## config.mk

```make
export PLATFORM = sky130hd
export DESIGN_NAME = sync_update_ctrl
export DESIGN_NICKNAME = d
export VERILOG_FILES = /design/src/rtl/sync_update_pkg.sv /design/src/rtl/sync_upr_timer.sv /design/src/rtl/sync_unlock_ctrl.sv /design/src/rtl/sync_req_flag.sv /design/src/rtl/sync_update_ctrl.sv
export SDC_FILE = /design/constraint.sdc
export NUM_CORES = 1
export LEC_CHECK = 0
export BUFFER_PORTS_ARGS = -buffer_cell sky130_fd_sc_hd__buf_2
export CAP_MARGIN = 20
export CORE_ASPECT_RATIO = 1.1
export CORE_MARGIN = 3
export CORE_UTILIZATION = 52
export DETAILED_ROUTE_END_ITERATION = 10
export PLACE_DENSITY = 0.92
export SYNTH_ARGS = -nofsm -noshare
export SYNTH_HDL_FRONTEND = slang
export SYNTH_SLANG_ARGS = --single-unit
```

## constraint.sdc

```tcl
create_clock -name clk -period 4.3 [get_ports clk]
set_input_delay 0.43 -clock clk [delete_from_list [all_inputs] [get_ports clk]]
set_output_delay 0.43 -clock clk [all_outputs]
set_load 0.02 [all_outputs]
```

## src/rtl/sync_update_pkg.sv

```systemverilog
`timescale 1ns/1ps
// Shared types for the linked-channel update controller.
// Assumes: mode code 3 is reserved and is treated as manual.
package sync_update_pkg;
    typedef enum logic [1:0] {
        UPD_MANUAL   = 2'd0,
        UPD_AUTO     = 2'd1,
        UPD_AUTO_REQ = 2'd2,
        UPD_RSVD     = 2'd3
    } upd_mode_e;

    // True when duty commits come from the counter and not from the unlock.
    function automatic logic is_auto(upd_mode_e m);
        return (m == UPD_AUTO) || (m == UPD_AUTO_REQ);
    endfunction
endpackage

```

## src/rtl/sync_upr_timer.sv

```systemverilog
`timescale 1ns/1ps
// Update-period timer: holds the active update period, its shadow copy and the
// down-counter, and flags period ends at which the counter is at zero.
// Assumes: per_end is a one-cycle pulse. A direct write is legal only while
// channel 0 is disabled, and any other write goes to the shadow copy.
module sync_upr_timer #(
    parameter int UPR_W = 8
) (
    input  logic             clk,
    input  logic             rst_n,
    input  logic             ch0_en,
    input  logic             upr_we,
    input  logic [UPR_W-1:0] upr_val,
    input  logic             per_end,
    output logic             wrap_evt,
    output logic [UPR_W-1:0] upr_act,
    output logic [UPR_W-1:0] upr_cnt
);
    logic [UPR_W-1:0] shd_q;
    logic             shd_vld_q;
    logic             direct_wr;

    assign direct_wr = upr_we && !ch0_en;
    assign wrap_evt  = per_end && (upr_cnt == '0);

    // Counter, active value and shadow hand-over.
    always_ff @(posedge clk) begin
        if (!rst_n) begin
            upr_act   <= '0;
            upr_cnt   <= '0;
            shd_q     <= '0;
            shd_vld_q <= 1'b0;
        end else if (direct_wr) begin
            upr_act   <= upr_val;
            upr_cnt   <= upr_val;
            shd_vld_q <= 1'b0;
        end else begin
            if (per_end) begin
                if (upr_cnt != '0) begin
                    upr_cnt <= upr_cnt - UPR_W'(1);
                end else if (shd_vld_q) begin
                    upr_act   <= shd_q;
                    upr_cnt   <= shd_q;
                    shd_vld_q <= 1'b0;
                end else begin
                    upr_cnt <= upr_act;
                end
            end
            if (upr_we) begin
                shd_q     <= upr_val;
                shd_vld_q <= 1'b1;
            end
        end
    end

    // a non-zero counter steps down by one at a period end
    assert_cnt_step_R7: assert property (@(posedge clk) disable iff (!rst_n)
        (per_end && upr_cnt != '0 && !direct_wr) |=> (upr_cnt == UPR_W'($past(upr_cnt) - UPR_W'(1))));
    // the counter never exceeds the active period
    assert_cnt_bound_R7: assert property (@(posedge clk) disable iff (!rst_n)
        upr_cnt <= upr_act);
    // a shadow write leaves the active value untouched unless a wrap hands it over
    assert_shadow_hold_R6: assert property (@(posedge clk) disable iff (!rst_n)
        (upr_we && ch0_en && !wrap_evt) |=> $stable(upr_act));
endmodule

```

## src/rtl/sync_unlock_ctrl.sv

```systemverilog
`timescale 1ns/1ps
// Unlock flag: set by a write, consumed by the next period end.
// Assumes: a write in the same cycle as the consuming period end re-arms the flag.
module sync_unlock_ctrl (
    input  logic clk,
    input  logic rst_n,
    input  logic unlock_wr,
    input  logic per_end,
    output logic commit_evt,
    output logic pend
);
    assign commit_evt = per_end && pend;

    // Pending flag with self-clear at the period end.
    always_ff @(posedge clk) begin
        if (!rst_n) pend <= 1'b0;
        else        pend <= unlock_wr || (pend && !per_end);
    end

    // a write always arms the flag
    assert_unlock_set_R3: assert property (@(posedge clk) disable iff (!rst_n)
        unlock_wr |=> pend);
    // the flag is consumed by its period end
    assert_unlock_clear_R3: assert property (@(posedge clk) disable iff (!rst_n)
        (per_end && pend && !unlock_wr) |=> !pend);
endmodule

```

## src/rtl/sync_req_flag.sv

```systemverilog
`timescale 1ns/1ps
// Transfer-request ready flag for the request-driven automatic mode.
// Assumes priority: clear by mode change, then set, then acknowledge.
module sync_req_flag (
    input  logic clk,
    input  logic rst_n,
    input  logic clr,
    input  logic set,
    input  logic ack,
    output logic req
);
    // Flag update by priority.
    always_ff @(posedge clk) begin
        if (!rst_n)   req <= 1'b0;
        else if (clr) req <= 1'b0;
        else if (set) req <= 1'b1;
        else if (ack) req <= 1'b0;
    end

    // an acknowledge with no competing set drops the flag
    assert_ack_drop_R9: assert property (@(posedge clk) disable iff (!rst_n)
        (ack && !set) |=> !req);
    // a set with no mode-change clear raises the flag
    assert_set_raise_R9: assert property (@(posedge clk) disable iff (!rst_n)
        (set && !clr) |=> req);
endmodule

```

## src/rtl/sync_update_ctrl.sv

```systemverilog
`timescale 1ns/1ps
// Linked-channel update controller (top). It holds the link mask and the mode,
// and it turns unlock and counter-wrap events at channel 0 period ends into
// registered per-channel commit strobes for period, dead-time and duty.
// Assumes: channel 0 is the timing reference and always belongs to the group.
module sync_update_ctrl
    import sync_update_pkg::*;
#(
    parameter int N_CH  = 4,
    parameter int UPR_W = 4
) (
    input  logic             clk,
    input  logic             rst_n,
    input  logic             cfg_we,
    input  logic [N_CH-1:0]  cfg_link,
    input  logic [1:0]       cfg_mode,
    input  logic             unlock_wr,
    input  logic             upr_we,
    input  logic [UPR_W-1:0] upr_val,
    input  logic             ch0_en,
    input  logic             per_end,
    input  logic             dma_ack,
    output logic [N_CH-1:0]  link_mask,
    output logic [N_CH-1:0]  commit_prd,
    output logic [N_CH-1:0]  commit_dt,
    output logic [N_CH-1:0]  commit_dty,
    output logic             unlock_pend,
    output logic [UPR_W-1:0] upr_act,
    output logic [UPR_W-1:0] upr_cnt,
    output logic             dma_req
);
    upd_mode_e mode_q;
    logic      wrap_evt, unlock_evt, auto_m, dty_evt, req_set, req_clr;

    assign auto_m  = is_auto(mode_q);
    assign dty_evt = (unlock_evt && !auto_m) || (wrap_evt && auto_m);
    assign req_set = wrap_evt && (mode_q == UPD_AUTO_REQ);
    assign req_clr = cfg_we && (upd_mode_e'(cfg_mode) != UPD_AUTO_REQ);

    // Configuration registers; channel 0 is forced into the group.
    always_ff @(posedge clk) begin
        if (!rst_n) begin
            link_mask <= N_CH'(1);
            mode_q    <= UPD_MANUAL;
        end else if (cfg_we) begin
            link_mask <= cfg_link | N_CH'(1);
            mode_q    <= upd_mode_e'(cfg_mode);
        end
    end

    // One strobe register per channel and parameter class.
    for (genvar c = 0; c < N_CH; c++) begin : g_ch
        always_ff @(posedge clk) begin
            if (!rst_n) begin
                commit_prd[c] <= 1'b0;
                commit_dt[c]  <= 1'b0;
                commit_dty[c] <= 1'b0;
            end else begin
                commit_prd[c] <= unlock_evt && link_mask[c];
                commit_dt[c]  <= unlock_evt && link_mask[c];
                commit_dty[c] <= dty_evt && link_mask[c];
            end
        end
    end

    sync_upr_timer #(.UPR_W(UPR_W)) timer_i (
        .clk(clk), .rst_n(rst_n), .ch0_en(ch0_en), .upr_we(upr_we),
        .upr_val(upr_val), .per_end(per_end), .wrap_evt(wrap_evt),
        .upr_act(upr_act), .upr_cnt(upr_cnt)
    );

    sync_unlock_ctrl unlock_i (
        .clk(clk), .rst_n(rst_n), .unlock_wr(unlock_wr), .per_end(per_end),
        .commit_evt(unlock_evt), .pend(unlock_pend)
    );

    sync_req_flag req_i (
        .clk(clk), .rst_n(rst_n), .clr(req_clr), .set(req_set),
        .ack(dma_ack), .req(dma_req)
    );

    // channel 0 is in the group after every configuration write
    assert_ch0_linked_R2: assert property (@(posedge clk) disable iff (!rst_n)
        cfg_we |=> link_mask[0]);
    // in an automatic mode, an unlock alone never commits duty
    assert_no_unlock_duty_R5: assert property (@(posedge clk) disable iff (!rst_n)
        (unlock_evt && auto_m && !wrap_evt) |=> (commit_dty == '0));
    // strobes stay inside the group that was linked at the period end
    assert_strobe_in_mask_R4: assert property (@(posedge clk) disable iff (!rst_n)
        ((commit_prd | commit_dty) != '0) |-> (((commit_prd | commit_dty) & ~$past(link_mask)) == '0));
endmodule

```

=== Yosys cells after proc, flatten, opt, wreduce, memory -nomap -nowiden ===
Index checks and enable logic that the tools add are counted.

* Register bits after elaboration: 28
* Bits in latches: 0
* Memory bits (writable): 0
* Bits in read-only memories: 0
* Input port bits: 18
* Output and inout port bits: 26
* Word-level logic and storage cells: 66
* Memories kept: 0

* Add/sub/neg operators: 1
* $mul: 0
* Divide/modulo/power cells: 0
* Magnitude comparators: 0
* Equality and inequality tests: 5
* Shifts and indexed selects: 0
* Muxes and demuxes: 12
* Bitwise gates (word level): 2
* Reductions and logical operators: 30

{| class="wikitable"
|+ Operators with widths
! cell !! count
|-
| two-way mux 4 bit || 7
|-
| logical AND 1 bit || 14
|-
| AND reduction 2 bit || 3
|-
| nonzero test 2 bit || 3
|-
| two-way mux 1 bit || 5
|-
| logical NOT 4 bit || 1
|-
| inequality test 2 bit, second input constant || 2
|-
| nonzero test 4 bit || 1
|-
| OR reduction 2 bit || 2
|-
| subtractor 4 x 1 -> 4 bit, second input constant || 1
|-
| logical NOT 1 bit || 3
|-
| logical OR 1 bit || 3
|-
| equality test 2 x 1 -> 1 bit, second input constant || 1
|-
| equality test 2 bit, second input constant || 1
|-
| inequality test 2 x 1 -> 1 bit, second input constant || 1
|-
| inverter 1 bit || 2
|}

=== Logic depth before layout (Yosys ltp) ===
Gate-level depths: netlist of run 1.

* Depth in word-level cells: 6
* Mapped depth: 7
* Depth with buffers taken out: 6

=== Cells and area by module ===
A second synthesis of run 1 with hierarchy kept.

* Cells, all modules: 140
* Area total of the unflattened synthesis: 1325.0 um^2

{| class="wikitable"
|+ By module, submodules not included
! module !! instances !! cells an instance !! area each (um^2) !! sequential area each (um^2)
|-
| sync_upr_timer || 1 || 84 || 747.0 || 260.2
|-
| sync_update_ctrl || 1 || 48 || 496.7 || 260.2
|-
| sync_unlock_ctrl || 1 || 4 || 41.3 || 20.0
|-
| sync_req_flag || 1 || 4 || 40.0 || 20.0
|}

=== Worst setup path before layout of run 1 ===
No wires, ideal clock.

* Path kind: register -> register
* Start point: reg timer_i.upr_cnt[0]
* End point: reg timer_i.shd_vld_q
* Setup time: 0.076 ns
* Arrival time: 1.534 ns
* Required time: 4.224 ns
* Setup slack: 2.690 ns
* Cell stages (with the launch flop): 7
* Buffers on the path: 1
* Period minus slack after synthesis: 1.610 ns
* Cell sequence: dfxtp_1 > inv_1 > ha_1 > nor4bb_1 > buf_2 > or3b_1 > a21boi_0

* Word-level cells in the longest chain between the ends: 3

{| class="wikitable"
|+ Ends and longest elaborated chain
! element !! line !! RTL
|-
| start, declared || sync_upr_timer.sv:17 || <nowiki>output logic [UPR_W-1:0] upr_cnt</nowiki>
|-
| start signal, assigned || sync_upr_timer.sv:35 || <nowiki>upr_cnt <= upr_val;</nowiki>
|-
| start signal, assigned || sync_upr_timer.sv:40 || <nowiki>upr_cnt <= upr_cnt - UPR_W'(1);</nowiki>
|-
| start signal, assigned || sync_upr_timer.sv:43 || <nowiki>upr_cnt <= shd_q;</nowiki>
|-
| nonzero test 4 bit || sync_upr_timer.sv:39 || <nowiki>if (upr_cnt != '0) begin</nowiki>
|-
| inequality test 2 bit (no source line) || n/a ||
|-
| AND reduction 2 bit (no source line) || n/a ||
|-
| end signal, assigned || sync_upr_timer.sv:36 || <nowiki>shd_vld_q <= 1'b0;</nowiki>
|-
| end signal, assigned || sync_upr_timer.sv:44 || <nowiki>shd_vld_q <= 1'b0;</nowiki>
|-
| end signal, assigned || sync_upr_timer.sv:51 || <nowiki>shd_vld_q <= 1'b1;</nowiki>
|-
| end, declared || sync_upr_timer.sv:20 || <nowiki>logic shd_vld_q;</nowiki>
|}

No other way between the ends.
A chain may end at the register's enable or synchronous reset.

=== Final worst setup path of run 1 ===
Ends and elaborated chain as after synthesis.

==> results of run 1 <==
registers in the layout, summed over array words and instances, names as in the netlist:
| name | flops |
|---|---|
| req_i.req | 1 |
| timer_i.shd_q | 4 |
| timer_i.upr_act | 4 |
| unlock_i.pend | 1 |
| mode_q | 2 |
| link_mask | 3 |
| commit_dty | 4 |
| commit_dt | 4 |
| timer_i.upr_cnt | 4 |
| timer_i.shd_vld_q | 1 |
path summary, 6_finish.rpt:
path         slack [ps]           endpoint          startpoint  cells past startpoint
min reg2reg         480   timer_i.shd_q[0]    timer_i.shd_q[0]                      2
max reg2reg        2660  timer_i.shd_vld_q  timer_i.upr_cnt[0]                      6
max                2660  timer_i.shd_vld_q  timer_i.upr_cnt[0]                      6
min                 310      unlock_i.pend           unlock_wr                      2
per-stage QoR:
stage          instance area [um2]  total power (W)  std cells  hold WS (ps)
5_1_grt                       1440         0.000515        193           310
3_5_place_dp                  1410         0.000394        190           465
6_report                      1440         0.000489        193           311
4_1_cts                       1440         0.000494        193           306
2_1_floorplan                 1240         0.000363        132           443
3_3_place_gp                  1410         0.000390        190           453
power breakdown:
part	internal [W]	switching, W
clock network	0.0000328	0.0000685
registers	0.000274	0.0000134
logic	0.0000448	0.0000558
cell families (layout without fill, tap and decap cells):
logic type	after synthesis	count (layout)
AOI/OAI and AO/OA	27	27
xor gates and xnor gates	1	1
adders and majority gates	2	2
buffers and inverters	16	49
DFF	28	28
muxes	11	11
other	1	1
and+or+nand+nor	46	46
per-layer routing:
metal	GRT usage, %	vias up	wire length, um
met5	0	-	0
met3	3.66	4	196
met4	6.57	0	27
met2	31.4	37	1250
met1	18.5	460	971
li1	-	514	-
cell usage after synthesis, drive strengths merged (2+ instances only):
cell type | number | area [um2]
a21oi | 4 | 20.0
clkbuf | 3 | 11.3
a21boi | 10 | 75.1
o211ai | 3 | 22.5
or3b | 2 | 20.0
inv | 4 | 15.0
nand3 | 5 | 25.0
and3 | 2 | 17.5
dfxtp | 28 | 561
ha | 2 | 25.0
nor2 | 3 | 11.3
mux2i | 10 | 100
nand2 | 15 | 56.3
buf | 9 | 60.1
nor2b | 9 | 56.3
and2 | 6 | 37.5
o21ai | 5 | 28.8
worst max-delay path: stages (launching register included):
cell      delay, ps
dfxtp_1         440
inv_1            70
ha_1            240
nor4bb_1        150
buf_4           180
or3b_1          350
a21boi_0        160
final cells by class:
class | count | area, um2 | share of cell area, %
Inverter | 4 | 15.0 | 1.05
Clock buffer | 3 | 22.5 | 1.57
Multi-Input combinational cell | 88 | 591 | 41.1
Sequential cell | 28 | 561 | 39.0
Timing Repair Buffer | 42 | 213 | 14.8
Tap cell | 28 | 35.0 | 2.44
==> reports/metrics.csv, run 1 <==
stage,metric,value,unit
status,status,finished clean,
layout,layout_commonest_cell,buf_2,
yosys,syn-mean-instance-area,9.37,um2
timing,final_hold_viol_count,0,
die,num_rows,17,
timing,post-route-period-util,38.0,%
timing,setup_viol,0,
yosys,synth_edf_count,0,
yosys,synth_top_family_by_area,simple AND/OR/NAND/NOR gates,
power_and_ir_drop,max-vdd-ir-drop,0.271,mV
yosys,yosys.area_share.adder,2.02,%
route,drc_errors,0,
grt,grt_max_degree,23,
power_and_ir_drop,power.density,341,mW/mm2
worst_setup_path,worstSetupEndpointType,register,
die,io_pins,44,
yosys,synth_simple_gate_area_share,20.4,%
placed_design,port_buffers,41,
timing,final_max_slew_viol_count,0,
yosys,synth_xor_area_share,0.708,%
die,die_h,57.2,um
cts,h-tree-depth,1,
hold_path,hp-class,primary input to register,
grt,grt_overflow,0,
grt,grt_pass1_vias,936,
timing,fmax,611,MHz
route,vias,1015,
layout,nFillCells,191,
cts,cts.clk_slew.worst_paths,140,ps
timing,setup_ws,2660,ps
route,drtPass1Iterations,4,
die,die_x,52.5,um
yosys,ys_types,33,
cts,cts_root_buf,clkbuf_4,
placed_design,gp_congestion,0.806,
power_and_ir_drop,cellLeakagePower,0.670,nW
grt,grt_pass1_wl,3960,um
worst_setup_path,worstSetupPathType,register to register,
timing,fin_tns_setup,0,ps
worst_setup_path,crit_path_start_kind,register,
cts,postCtsSetupRepairBufs,0,
worst_setup_path,cp_max_fo,9,
route,postRouteAntennaNets,0,
timing,finalCriticalPeriod,1640,ps
cts,cts_tree,done,
cts,numCtsBuffers,3,
yosys,syn-cell-area,0.00124,mm2
yosys,synth-seq-cells,28,
timing,rsz0062_at_grt,no,
cts,numClockSinks,28,
cts,cts.path.max_buffers,2,
yosys,synth_cells,132,
yosys,post_synth_mux_area_share,9.00,%
yosys,ys_warn_count,0,
cts,cts.hold.buffers_added,0,
route,routedWlPerCell,12.7,um
cts,clkLatencyLatePin,310,ps
placed_design,hpwl,1900,um
placed_design,pre_cts_ws,2700,ps
yosys,synth-main-ff-cell,dfxtp_1,
layout,final_layout_size_suffix_gt1_share,30.3,%
yosys,synthesis.nets,152,
die,dieArea,0.00300,mm2
job,drv_cap,0,
die,initial_core_util,58.2,%
layout,synthToLayoutAreaGrowth,16.1,%
yosys,synth_compound_area_share,15.3,%
timing,fin_skew,8.57,ps
layout,layout.nets,187,
yosys,synthArstFlopShare,0,%
worst_setup_path,cp_data_required_time,4550,ps
layout,antennaDiodeCount,0,
grt,grt_usage,17.1,%
grt,antenna_found_initial,0,
route,drt_wl_total,2450,um
route,drt_iter0_drc,14,
worst_setup_path,arrival,1880,ps
yosys,seq_area_frac_synth,45.3,%
layout,mostFrequentLayoutCells,"buf_2, dfxtp_1, nand2_1, mux2i_1, a21boi_0",
die,core,0.00213,mm2
cts,cts_resized,0,
route,viasPerCell,5.26,
layout,final_core_util,67.5,%
(Power assumes the default switching activity.)
==> run 2: changes to the inputs <==
--- a/config.mk
+++ b/config.mk
@@ -9,9 +9,9 @@
 export CAP_MARGIN = 20
 export CORE_ASPECT_RATIO = 1.1
 export CORE_MARGIN = 3
-export CORE_UTILIZATION = 52
+export CORE_UTILIZATION = 43
 export DETAILED_ROUTE_END_ITERATION = 10
-export PLACE_DENSITY = 0.92
+export PLACE_DENSITY = 0.82
 export SYNTH_ARGS = -nofsm -noshare
 export SYNTH_HDL_FRONTEND = slang
 export SYNTH_SLANG_ARGS = --single-unit
==> constraint.sdc (replaced) <==
create_clock -name clk -period 1.4 [get_ports clk]
set_input_delay 0.14 -clock clk [delete_from_list [all_inputs] [get_ports clk]]
set_output_delay 0.14 -clock clk [all_outputs]
set_load 0.02 [all_outputs]
==> reports/metrics.csv, run 2 (synthesis gave the netlist of run 1 again) <==
stage,metric,value,unit
layout,layout.nets,195,
layout,final_core_util,60.2,%
die,dieArea,0.00356,mm2
die,io_pins,44,
worst_setup_path,r2r_end,commit_dty[2],
timing,fmax,699,MHz
worst_setup_path,arrival,1720,ps
timing,fin_hold_ws,21.4,ps
timing,setup_ws,-30.4,ps
grt,grt_pass1_wl,4440,um
placed_design,hpwl,2030,um
route,drc_errors,0,
worst_setup_path,crit_end,commit_dty[2],
worst_setup_path,critical_path.startpoint,timer_i.upr_cnt[1],
cts,cts.path.max_buffers,2,
cts,cts_tree,done,
worst_setup_path,cp_data_required_time,1690,ps
power_and_ir_drop,max-vdd-ir-drop,0.835,mV
power_and_ir_drop,cellLeakagePower,0.733,nW
placed_design,port_buffers,41,
layout,synthToLayoutAreaGrowth,27.3,%
cts,cts_root_buf,clkbuf_4,
timing,final_max_slew_viol_count,0,
layout,final_layout_size_suffix_gt1_share,39.7,%
die,core,0.00262,mm2
route,postRouteAntennaNets,0,
timing,final_hold_viol_count,0,
worst_setup_path,cp_max_fo,4,
job,drv_cap,0,
die,initial_core_util,47.3,%
layout,finalInstanceArea,0.00158,mm2
route,drtPass1Iterations,4,
timing,rsz0062_at_grt,yes,
grt,grt_overflow,0,
placed_design,gp_congestion,0.796,
route,drt_wl_total,2710,um
layout,antennaDiodeCount,0,
worst_setup_path,reg2reg_depth,6,
worst_setup_path,rr_startpoint,timer_i.upr_cnt[1],
cts,numClockSinks,28,
status,status,finished with violations,
cts,cts.hold.buffers_added,0,
worst_setup_path,worstSetupEndpointType,register,
power_and_ir_drop,power.density,1090,mW/mm2
layout,mostFrequentLayoutCells,"buf_2, dfxtp_1, nand2_1, mux2i_1",
grt,grt_usage,15.5,%
cts,h-tree-depth,1,
route,vias,1063,
timing,fin_skew,3.57,ps
timing,post-route-period-util,102,%
worst_setup_path,crit_path_start_kind,register,
route,routedWlPerCell,13.2,um
placed_design,postPlaceCellArea,0.00148,mm2
grt,grt_max_degree,23,
timing,finalCriticalPeriod,1430,ps
status,violations,negative setup slack,
worst_setup_path,worstSetupPathType,register to register,
grt,antenna_found_initial,0,
die,die_x,57.2,um
cts,cts.clk_slew.worst_paths,150,ps
cts,numCtsBuffers,3,
die,die_h,62.3,um
layout,layout_commonest_cell,buf_2,
route,drt_iter0_drc,42,
worst_setup_path,rrSetupSlack,-30,ps
route,viasPerCell,5.19,
cts,clkLatencyLatePin,330,ps
die,num_rows,19,
grt,grt_pass1_vias,996,
timing,setup_viol,4,
hold_path,hp-class,primary input to register,
-- run 2: cell types whose count changed in the layout (fill, tap and decap cells not counted), moves of 2 or more --
cell / change
a21boi_0: -3
a21boi_1: +3
buf_4: +8
dfxtp_1: -2
dfxtp_4: +2
inv_1: -2
nand2_1: -2
nand2_2: +2
-- run 2: what timing repair did --
item                                    4_1_cts  5_1_grt
pin swaps                                     3        7
cloned                                        0        1
endpoints found under the setup margin       10       12
hold endpoints to repair                      0        0
buffers inserted                              0        1
resized for setup                             2       10
-- run 2: worst min-delay path by stage --
stage | depth (start not counted) | startpoint | end
4_1_cts | 2 | unlock_wr | unlock_i.pend
2_1_floorplan | 1 | unlock_wr | unlock_i.pend
5_1_grt | 2 | unlock_wr | unlock_i.pend
6_report | 2 | unlock_wr | unlock_i.pend
3_3_place_gp | 2 | unlock_wr | unlock_i.pend
3_5_place_dp | 2 | unlock_wr | unlock_i.pend
-- run 2: metal layers --
layer	part of all wire, %	vias to the layer above	wire (um)	track usage [%]
li1	-	531	-	-
met4	2.3	0	61	6.96
met2	49	39	1340	26.0
met1	42	487	1130	18.8
met3	6.5	6	175	2.90
met5	0	-	0	0
-- run 2: layout make-up --
class,count,area (um2)
clock buffers,4,47.5
fillers,237,1040
inverters,4,17.5
multi-input cells,88,631
flip-flops and latches,28,568
well taps,31,38.8
repair buffers,50,273
-- run 2: worst max-delay path: stages, from the launching register on --
cell and delay, ps:
dfxtp_4 380, inv_4 50, ha_4 130, or3b_4 410, o21ai_2 120, and3_4 190, and2_1 120
-- run 2: through the flow --
stage / setup TNS, ps / total power, W / instances / setup slack [ps]
floorplan: -54.4 / 0.00112 / 132 / -18.1
global placement: -7.90 / 0.00124 / 199 / -3.27
detailed placement: -130 / 0.00125 / 199 / -36.8
CTS: -237 / 0.00170 / 203 / -44.4
global route: -713 / 0.00182 / 205 / -107
finish: -105 / 0.00172 / 205 / -30.4
-- run 2: report_power, final --
| group | switching, W | total (W) | internal [W] |
|---|---|---|---|
| clock | 0.000238 | 0.000457 | 0.000218 |
| sequential | 0.0000370 | 0.000880 | 0.000843 |
| combinational | 0.000204 | 0.000387 | 0.000183 |
| total | 0.000479 | 0.00172 | 0.00124 |
